[src/rtl/hwq_linkmgr.sv]
module hwq_linkmgr #(
  parameter int NQ        = 16,
  parameter int NDESC     = 32,
  parameter int PEND_BASE = 4,
  parameter int PEND_N    = 4,
  localparam int QW = $clog2(NQ),
  localparam int LW = $clog2(NDESC),
  localparam int DW = LW + 1,
  localparam int CW = $clog2(NDESC + 1)
) (
  input  logic              clk,
  input  logic              rst_n,
  input  logic              push_en,
  input  logic [QW-1:0]     push_q,
  input  logic [DW-1:0]     push_idx,
  input  logic              pop_en,
  input  logic [QW-1:0]     pop_q,
  output logic              pop_done,
  output logic [DW-1:0]     pop_idx,
  input  logic [QW-1:0]     cnt_sel,
  output logic [CW-1:0]     cnt_val,
  output logic [PEND_N-1:0] pend
);
  localparam logic [DW-1:0] NULL = '1;

  logic [DW-1:0] head [NQ];
  logic [DW-1:0] tail [NQ];
  logic [CW-1:0] cnt  [NQ];
  logic [DW-1:0] link [NDESC];

  logic [DW-1:0] pop_res, next_head;
  logic          same, pop_empty, push_live;

  assign same      = push_en && pop_en && (push_q == pop_q);
  assign pop_empty = (cnt[pop_q] == '0);
  assign push_live = push_en && !(same && pop_empty);
  assign cnt_val   = cnt[cnt_sel];

  always_comb begin
    if (!pop_empty)       pop_res = head[pop_q];
    else if (same)        pop_res = push_idx;
    else                  pop_res = NULL;
    if (same && cnt[pop_q] == CW'(1)) next_head = push_idx;
    else                              next_head = link[head[pop_q][LW-1:0]];
  end

  always_ff @(posedge clk) begin
    if (!rst_n) begin
      for (int i = 0; i < NQ; i++) begin
        head[i] <= NULL;
        tail[i] <= NULL;
        cnt[i]  <= '0;
      end
      pop_done <= 1'b0;
      pop_idx  <= NULL;
    end else begin
      pop_done <= pop_en;
      if (pop_en) pop_idx <= pop_res;
      if (push_live) begin
        if (cnt[push_q] == '0) head[push_q] <= push_idx;
        tail[push_q] <= push_idx;
      end
      if (pop_en && !pop_empty) head[pop_q] <= next_head;
      if (!same) begin
        if (push_en)               cnt[push_q] <= cnt[push_q] + CW'(1);
        if (pop_en && !pop_empty)  cnt[pop_q]  <= cnt[pop_q] - CW'(1);
      end
    end
  end

  always_ff @(posedge clk) begin
    if (push_live) begin
      if (cnt[push_q] != '0) link[tail[push_q][LW-1:0]] <= push_idx;
      link[push_idx[LW-1:0]] <= NULL;
    end
  end

  for (genvar g = 0; g < PEND_N; g++) begin : g_pend
    assign pend[g] = (cnt[PEND_BASE + g] != '0);
  end

  a_r9_done_follows: assert property (@(posedge clk) disable iff (!rst_n)
    pop_en |=> pop_done);
  a_r9_no_spurious: assert property (@(posedge clk) disable iff (!rst_n)
    !pop_en |=> !pop_done);
  a_r3_empty_null: assert property (@(posedge clk) disable iff (!rst_n)
    (pop_en && pop_empty && !same) |=> (pop_idx == NULL));
  a_r2_nonempty_real: assert property (@(posedge clk) disable iff (!rst_n)
    (pop_en && !pop_empty) |=> (pop_idx != NULL));
  a_r6_bypass_empty: assert property (@(posedge clk) disable iff (!rst_n)
    (same && pop_empty) |=> (pop_idx == $past(push_idx)));
  a_r4_count_bound: assert property (@(posedge clk) disable iff (!rst_n)
    cnt_val <= CW'(NDESC));
  a_r7_untouched_stable: assert property (@(posedge clk) disable iff (!rst_n)
    (!(push_en && push_q == cnt_sel) && !(pop_en && pop_q == cnt_sel))
    |=> (cnt_sel != $past(cnt_sel) || cnt_val == $past(cnt_val)));
endmodule

[config.mk]
export PLATFORM = sky130hd
export DESIGN_NAME = hwq_linkmgr
export DESIGN_NICKNAME = d
export VERILOG_FILES = /design/src/rtl/hwq_linkmgr.sv
export SDC_FILE = /design/constraint.sdc
export NUM_CORES = 1
export LEC_CHECK = 0
export ABC_CLOCK_PERIOD_IN_PS = 4900
export BUFFER_PORTS_ARGS = -buffer_cell sky130_fd_sc_hd__buf_2
export CELL_PAD_IN_SITES_DETAIL_PLACEMENT = 0
export CELL_PAD_IN_SITES_GLOBAL_PLACEMENT = 2
export CORE_MARGIN = 5
export CORE_UTILIZATION = 39
export CTS_CLUSTER_DIAMETER = 120
export DETAILED_ROUTE_END_ITERATION = 16
export GPL_TIMING_DRIVEN = 0
export PLACE_DENSITY_LB_ADDON = 0.2
export SLEW_MARGIN = 5
export SYNTH_ARGS = -nofsm -noshare
export SYNTH_HDL_FRONTEND = slang
export SYNTH_SLANG_ARGS = --single-unit
export TNS_END_PERCENT = 20
[constraint.sdc]
create_clock -name clk -period 4.9 [get_ports clk]
set_clock_uncertainty 0.1 [all_clocks]
set_input_delay 0.98 -clock clk [delete_from_list [all_inputs] [get_ports clk]]
set_output_delay 0.98 -clock clk [all_outputs]
set_load 0.02 [all_outputs]
# Yosys cells after proc, flatten, opt, wreduce, memory -nomap -nowiden
# Memory sizes are Yosys's and may differ from the RTL's.
# Index checks and enable logic that the tools add are counted.
dict set report word_totals {
  ff_bits 7
  mem_bits_rw 480
  out_inout_bits 17
  mem_count 4
}
dict set report op_classes {
  n_addsub 2
  eq_ne 2
  n_mux 40
  reduce_logical 20
}
# name words word_bits rd rd_ports_with_merged_regs write_ports line
set mem_list {}
lappend mem_list {link 32 6 1 0 2 29} ;# logic [DW-1:0] link [NDESC];
lappend mem_list {cnt 16 6 7 0 16 28} ;# logic [CW-1:0] cnt [NQ];
lappend mem_list {head 16 6 1 0 16 26} ;# logic [DW-1:0] head [NQ];
lappend mem_list {tail 16 6 1 0 16 27} ;# logic [DW-1:0] tail [NQ];
# cell n
set ops {}
lappend ops {{$mux W6} 8}
lappend ops {{$reduce_bool A6 Y1} 5}
lappend ops {{$reduce_or A6 Y1} 5}
lappend ops {{$mux W1} 27}
lappend ops {{$mux W4} 5}
lappend ops {{$logic_not A6 Y1} 2}
lappend ops {{$add A6 B1 Y6 const B} 1}
lappend ops {{$eq A6 B1 Y1 const B} 1}
lappend ops {{$logic_and A1 B1 Y1} 6}
lappend ops {{$sub A6 B1 Y6 const B} 1}
lappend ops {{$eq A4 B4 Y1} 1}
lappend ops {{$logic_not A1 Y1} 2}

# Logic depth before layout (Yosys ltp)
# Gate-level depths: netlist of run 1.
dict set report logic_depth {
  word_depth 10
  ltp_mapped 16
  ltp_nobuf 10
}

# Worst setup path after synthesis of run 1
# Ideal clock, no wire load.
dict set report synth_timing {
  path_kind {input-to-reg}
  startpoint {in push_q[0]}
  endpoint {mem head[0][0] (netlist bit) (enable)}
  setup_ps 393
  t_arrival_ps 4387
  required_time_ps 4407
  slack_ps 20
  path_stages 13
  path_buffers 6
  path_cell_list {buf_2 -> buf_6 -> buf_6 -> mux4_2 -> mux4_2 -> clkbuf_1 -> inv_1 -> ha_1 -> nand4b_1 -> nand2b_1 -> buf_4 -> buf_6 -> o311ai_0}
}
# element line
set synth_rtl {}
lappend synth_rtl {{start, declared} 14} ;# input logic [QW-1:0] push_q,
lappend synth_rtl {{end, declared} 26}

==> results of run 1 <==
## routing by layer
layer	vias up	GRT usage, %
li1	8703	-
met1	9685	36.1
met2	915	42.0
met3	158	3.58
met4	0	7.72
met5	-	0
## cell usage after synthesis (all sizes together), types with 21 or more instances
| cell type | instances |
|---|---|
| and2 | 28 |
| clkbuf | 113 |
| mux2 | 46 |
| nor3 | 30 |
| mux4 | 139 |
| a21oi | 158 |
| nand2b | 103 |
| buf | 70 |
| a31oi | 21 |
| o21ai | 88 |
| mux2i | 124 |
| inv | 67 |
| nand2 | 230 |
| nand3 | 61 |
| dfxtp | 199 |
| o22ai | 101 |
| edfxtp | 272 |
| nor2 | 281 |
## flip-flops by register name, summed over array words and instances (netlist names)
signal,flops
pop_idx,6
pop_done,1
link,192
cnt,96
tail,80
head,96
## worst min-delay path by stage
stage / slack (ps) / end / startpoint / cells past startpoint
finish: 360 / link[23][3] / link[23][3] / 2
global placement: 340 / link[19][5] / link[19][5] / 2
floorplan: 330 / link[10][1] / link[10][1] / 2
detailed placement: 350 / link[5][0] / link[5][0] / 2
CTS: 360 / link[9][0] / link[9][0] / 2
global route: 380 / link[10][1] / link[10][1] / 2
## power by group
group	switching [uW]	internal, uW	total, uW	leakage (uW)
Sequential	435	5080	5520	0.00414
Clock	1700	2360	4050	0.000865
Combinational	1630	1130	2760	0.00528
## worst register-to-register path: stages, from the launching register on
cell and delay (ps):
edfxtp_1 400, mux4_2 490, a22oi_1 290, and3_1 290
clkbuf_1 390, nand2_1 360, buf_2 340, o22ai_1 270
a31oi_1 170, a311oi_4 650, buf_2 360, a21oi_1 110
## stage by stage
| step | TNS, ps | utilization, % | power, uW | setup WS (ps) |
|---|---|---|---|---|
| after floorplan | 0 | - | 7240 | 19.5 |
| after global placement | -556130 | 41.3 | 8100 | -2150 |
| after detailed placement | -569720 | 41.3 | 8180 | -1320 |
| after CTS | -1030 | 44.6 | 12300 | -80.4 |
| after global routing | -197 | 45.0 | 12900 | -20.6 |
| final | 0 | 45.0 | 12300 | 71.8 |
## what timing repair did
action                     in CTS  in global routing
pin swaps                       4                  5
gates resized for setup        40                 46
setup endpoints to repair     517                310
buffers inserted                9                 11
## cells by family after synthesis
group / after synthesis / synth area share (%)
AOI/OAI and AO/OA: 439 / 10.8
xor gates and xnor gates: 12 / 0.422
adders and majority gates: 5 / 0.251
buffers and inverters: 250 / 4.50
DFF: 471 / 48.8
muxes: 309 / 19.8
and+or+nand+nor: 817 / 15.5
## cell type report
type	instances	area (sq um)
plain buffers	182	906
fillers	5898	34800
flip-flops and latches	471	12200
multi-input cells	1582	12000
inverters	67	251
clock buffers	85	1660
repair buffers	46	318
clock inverters	13	98.8
well taps	846	1060
==> impl_metrics.toml, run 1 <==
[run_status]
run_status = "complete, no violations"

[final_layout]
final_cell_mix = "272 x edfxtp_1, 266 x nor2_1, 207 x nand2_1"
syn2layout_area_growth_pct = 14.1
final_cells = 3292
fin_area_sq_um = 28400
diodes = 0
nets = 2431
final_layout_size_suffix_gt1_share_pct = 19.4
final_common_cell = "edfxtp_1"

[global_routing]
grt_max_degree = 14
grt_antenna_before_repair = 0
grt_pass1_vias = 19000
grt_overflow_total = 0
grtUsageTotal_pct = 25.8
grt_pass1_wl_mm = 133

[die]
core_sq_um = 63200
pin_count = 39
rows = 92
start_util_pct = 39.4
die-area_sq_um = 69000
die_y_um = 263
fp.dieW_um = 263

[cts]
clock_path_buffers = 3
cts_num_sinks = 471
cts_htree_levels = 2
numCtsBuffers = 54
clk_pin_slew_worst_paths_ps = 60
worstSkewPairLatency_ps = 620
cts_tree = "done"
ctsRootBufferMaster = "clkbuf_16"
hold_buffers = 0

[yosys]
synth_area_sq_um = 24900
synth_top_area_share_pct = 32.8
ys_seq_area_share_pct = 48.8
synth_area_leader_cell = "edfxtp_1"
synth_cells = 2303
synth_seq_cells = 471
synth-main-ff-cell = "edfxtp_1"
synthTopCellsByArea = "edfxtp_1 33%, dfxtp_1 16%, mux4_2 13%, mux2i_1 4.8%, nor2_1 4.2%"
ys_warn_count = 0
syn-mean-instance-area_sq_um = 10.8
synthArstFlopShare_pct = 0
synth-edff-count = 272
syn_nets = 2330
ys_types = 66

[job]
maxCapViolations = 0

[sta]
finalHoldViolCount = 0
tightest_slew_ps = 1330
clock.fmax_ghz = 0.207
timing.final.crit_share_pct = 98.5
setup_viol = 0
rsz0062_at_grt = "true"
finalCriticalPeriod_ps = 4830
hold_ws_ps = 356
slew_violations = 0
relSlewSlack_pct = 10.5

[place]
dpl_cell_area_sq_um = 26100
dp.cells = 3175
gp_congestion = 0.919
post-dp-hpwl_mm = 67.3
io_buffers = 26

[hold_path]
hold_class = "reg -> reg"

[critical_path]
crit_path_end_kind = "flop"
timing.critical_path.from_type = "input port"
crit_fanout = 10
worstPathRequired_ps = 5030
rrSetupSlack_ps = 430
slowest_stage = "mux4_2"
max_stage_delay_ps = 590
crit_type = "in -> reg"
cp_cell_sequence = "buf_2 -> buf_6 -> buf_6 -> buf_4 -> buf_4 -> mux4_2 -> mux4_2 -> inv_1 -> ha_1 -> nand2_1 -> and2_1 -> clkbuf_1 -> nand3_1 -> nand3_1"
crit_buf_inv = 7
cp.depth = 14
cp.arrival_ps = 4960
cp-endpoint = "cnt[10][5]"
r2r_start = "head[0][2]"
r2r_cells = 11
critPathTopFamily = "buffers and inverters"
regToRegEndpoint = "head[5][0]"
crit_start = "pop_q[1]"

[drt]
dr_wl_met3_mm = 7.00
vias = 19500
met1_length_mm = 39.0
wl_met2_mm = 43.0
drc = 0
via_per_inst = 5.91
top_layer = "met4"
wl_per_cell_um = 27.9
ant_nets = 0
drt_iter0_drc = 2038
finalWirelength_mm = 91.9
drt_pre_antenna_iters = 7

[pwr]
vdd_drop_max_uv = 292
p_leak_uw = 0.0103
p_per_area_nw_per_um2 = 434
Note: power is estimated with default switching activity, not from simulation.
==> run 2, diff against run 1 <==
--- a/config.mk
+++ b/config.mk
@@ -15,6 +15,7 @@
 export DETAILED_ROUTE_END_ITERATION = 16
 export GPL_TIMING_DRIVEN = 0
 export PLACE_DENSITY_LB_ADDON = 0.2
+export REMOVE_ABC_BUFFERS = 1
 export SLEW_MARGIN = 5
 export SYNTH_ARGS = -nofsm -noshare
 export SYNTH_HDL_FRONTEND = slang
==> run 2 against run 1 <==
Net effect: hold slack got worse by 4.8 ps; cell count down 4.3%; via count down 4.9%; clock power up 2%; critical endpoint is now head[7][5]; largest power group unchanged; highest routed layer is now met5.
==> impl_metrics.toml, run 2 (synthesis results as in run 1) <==
[critical_path]
crit_path_end_kind = "flop"
max_stage_delay_ps = 670
crit_type = "in -> reg"
cp.arrival_ps = 5070
crit_fanout = 39
slowest_stage = "a311oi_4"
path_common_cell = "o22ai_1"
timing.critical_path.from_type = "input port"
cp_cell_sequence = "buf_4 -> buf_16 -> mux4_2 -> a22oi_1 -> and3_1 -> nand2_4 -> o22ai_1 -> o22ai_1 -> a311oi_4 -> buf_6 -> a21oi_1"
worstPathRequired_ps = 5130

[pwr]
vdd_drop_max_uv = 259
p_leak_uw = 0.0102
p_per_area_nw_per_um2 = 439

[cts]
ctsRootBufferMaster = "clkbuf_16"
worstSkewPairLatency_ps = 610
cts_tree = "done"
clk_pin_slew_worst_paths_ps = 60
cts_num_sinks = 471
numCtsBuffers = 55
clock_path_buffers = 3
hold_buffers = 0
cts_htree_levels = 2

[sta]
rsz0062_at_grt = "true"
tightest_slew_ps = 1330
hold_ws_ps = 351
timing.final.crit_share_pct = 98.8
setup_viol = 0
finalHoldViolCount = 0
slew_violations = 0
clock.fmax_ghz = 0.207
finalCriticalPeriod_ps = 4840
relSlewSlack_pct = 10.8

[die]
fp.dieW_um = 263
pin_count = 39
die_y_um = 263
start_util_pct = 39.4
rows = 92
die-area_sq_um = 69000
core_sq_um = 63200

[drt]
drt_pre_antenna_iters = 5
vias = 18500
via_per_inst = 5.87
drc = 0
ant_nets = 0
drt_iter0_drc = 1606
finalWirelength_mm = 80.6
wl_per_cell_um = 25.6

[global_routing]
grtUsageTotal_pct = 22.7
grt_overflow_total = 0
grt_max_degree = 63
grt_antenna_before_repair = 2
grt_pass1_vias = 18300
grt_pass1_wl_mm = 121

[final_layout]
final_cells = 3152
final_cell_mix = "275 x nor2_1, 272 x edfxtp_1, 211 x nand2_1"
final_layout_size_suffix_gt1_share_pct = 19.2
syn2layout_area_growth_pct = 12.6
utilization_pct = 44.4
nets = 2286
fillCellCount = 5887
final_common_cell = "nor2_1"
largest_register_ffs = 192

[place]
io_buffers = 38
dp.cells = 3036
gp_congestion = 0.869
post-dp-hpwl_mm = 54.8

[run_status]
run_status = "complete, no violations"

[job]
maxCapViolations = 0

[hold_path]
hold_class = "reg -> reg"
[run 2: changes by cell type in the layout (fill, tap and decap cells not counted), moves of 6 or more]
cell / previous run / this run
mux2i_4: 8 / 2
buf_8: 1 / 9
clkbuf_1: 120 / 7
buf_1: 11 / 0
buf_4: 31 / 21
nand3_2: 8 / 1
buf_2: 57 / 27
nand3_1: 53 / 60
nor2_1: 266 / 275
clkinv_1: 0 / 8
nand2_2: 23 / 17
buf_16: 0 / 8
[run 2: worst paths after layout]
path / startpoint / endpoint / slack (ps) / cells after the start
worst max-delay path: pop_q[0] / head[7][5] / 60 / 11
worst max register to register: cnt[14][0] / head[15][5] / 780 / 8
worst min register to register: link[12][2] / link[12][2] / 350 / 2
worst min-delay path: link[12][2] / link[12][2] / 350 / 2
[run 2: worst max-delay path, delay by kind of cell]
kind,cells,cell delay [ps]
AOI/OAI and AO/OA,5,1690
buffers and inverters,3,870
muxes,1,570
and+or+nand+nor,2,860
[run 2: repair_timing]
| action | CTS | global route |
|---|---|---|
| pin swaps | 3 | 6 |
| gates resized for setup | 25 | 7 |
| buffers inserted | 2 | 9 |
| setup endpoints to repair | 564 | 202 |
| cloned | 1 | 0 |
[run 2: where the power goes]
| part | switching, uW | total [uW] | internal [uW] |
|---|---|---|---|
| logic | 1550 | 2700 | 1150 |
| registers | 410 | 5490 | 5080 |
| clock network | 1700 | 4120 | 2420 |
[run 2: cell type report]
class / instances / area (sq um) / area share (%)
Antenna cell: 1 / 2.50 / 0.00892
Clock buffer: 78 / 1650 / 5.87
Clock inverter: 25 / 168 / 0.598
Inverter: 67 / 251 / 0.896
Multi-Input combinational cell: 1583 / 11900 / 42.4
Sequential cell: 471 / 12200 / 43.3
Tap cell: 846 / 1060 / 3.77
Timing Repair Buffer: 81 / 881 / 3.14
[run 2: layer usage]
metal  vias up  wire length, um  GRT usage [%]
li1       8416                -              -
met1      9228            34600           31.1
met2       712            38100           37.6
met3       156             5480           3.75
met4         2             2460           6.64
met5         -               11              0
[run 2: metrics by stage]
| stage | area (sq um) | setup slack, ps | total power, uW | setup TNS [ps] |
|---|---|---|---|---|
| after detailed placement | 26000 | -2200 | 8180 | -706900 |
| after global placement | 25300 | -3830 | 7930 | -1454450 |
| after global routing | 28100 | 5.83 | 12900 | 0 |
| after CTS | 27900 | 28.9 | 12300 | 0 |
| final | 28100 | 60.9 | 12300 | 0 |
| after floorplan | 24000 | -320 | 7080 | -13940 |
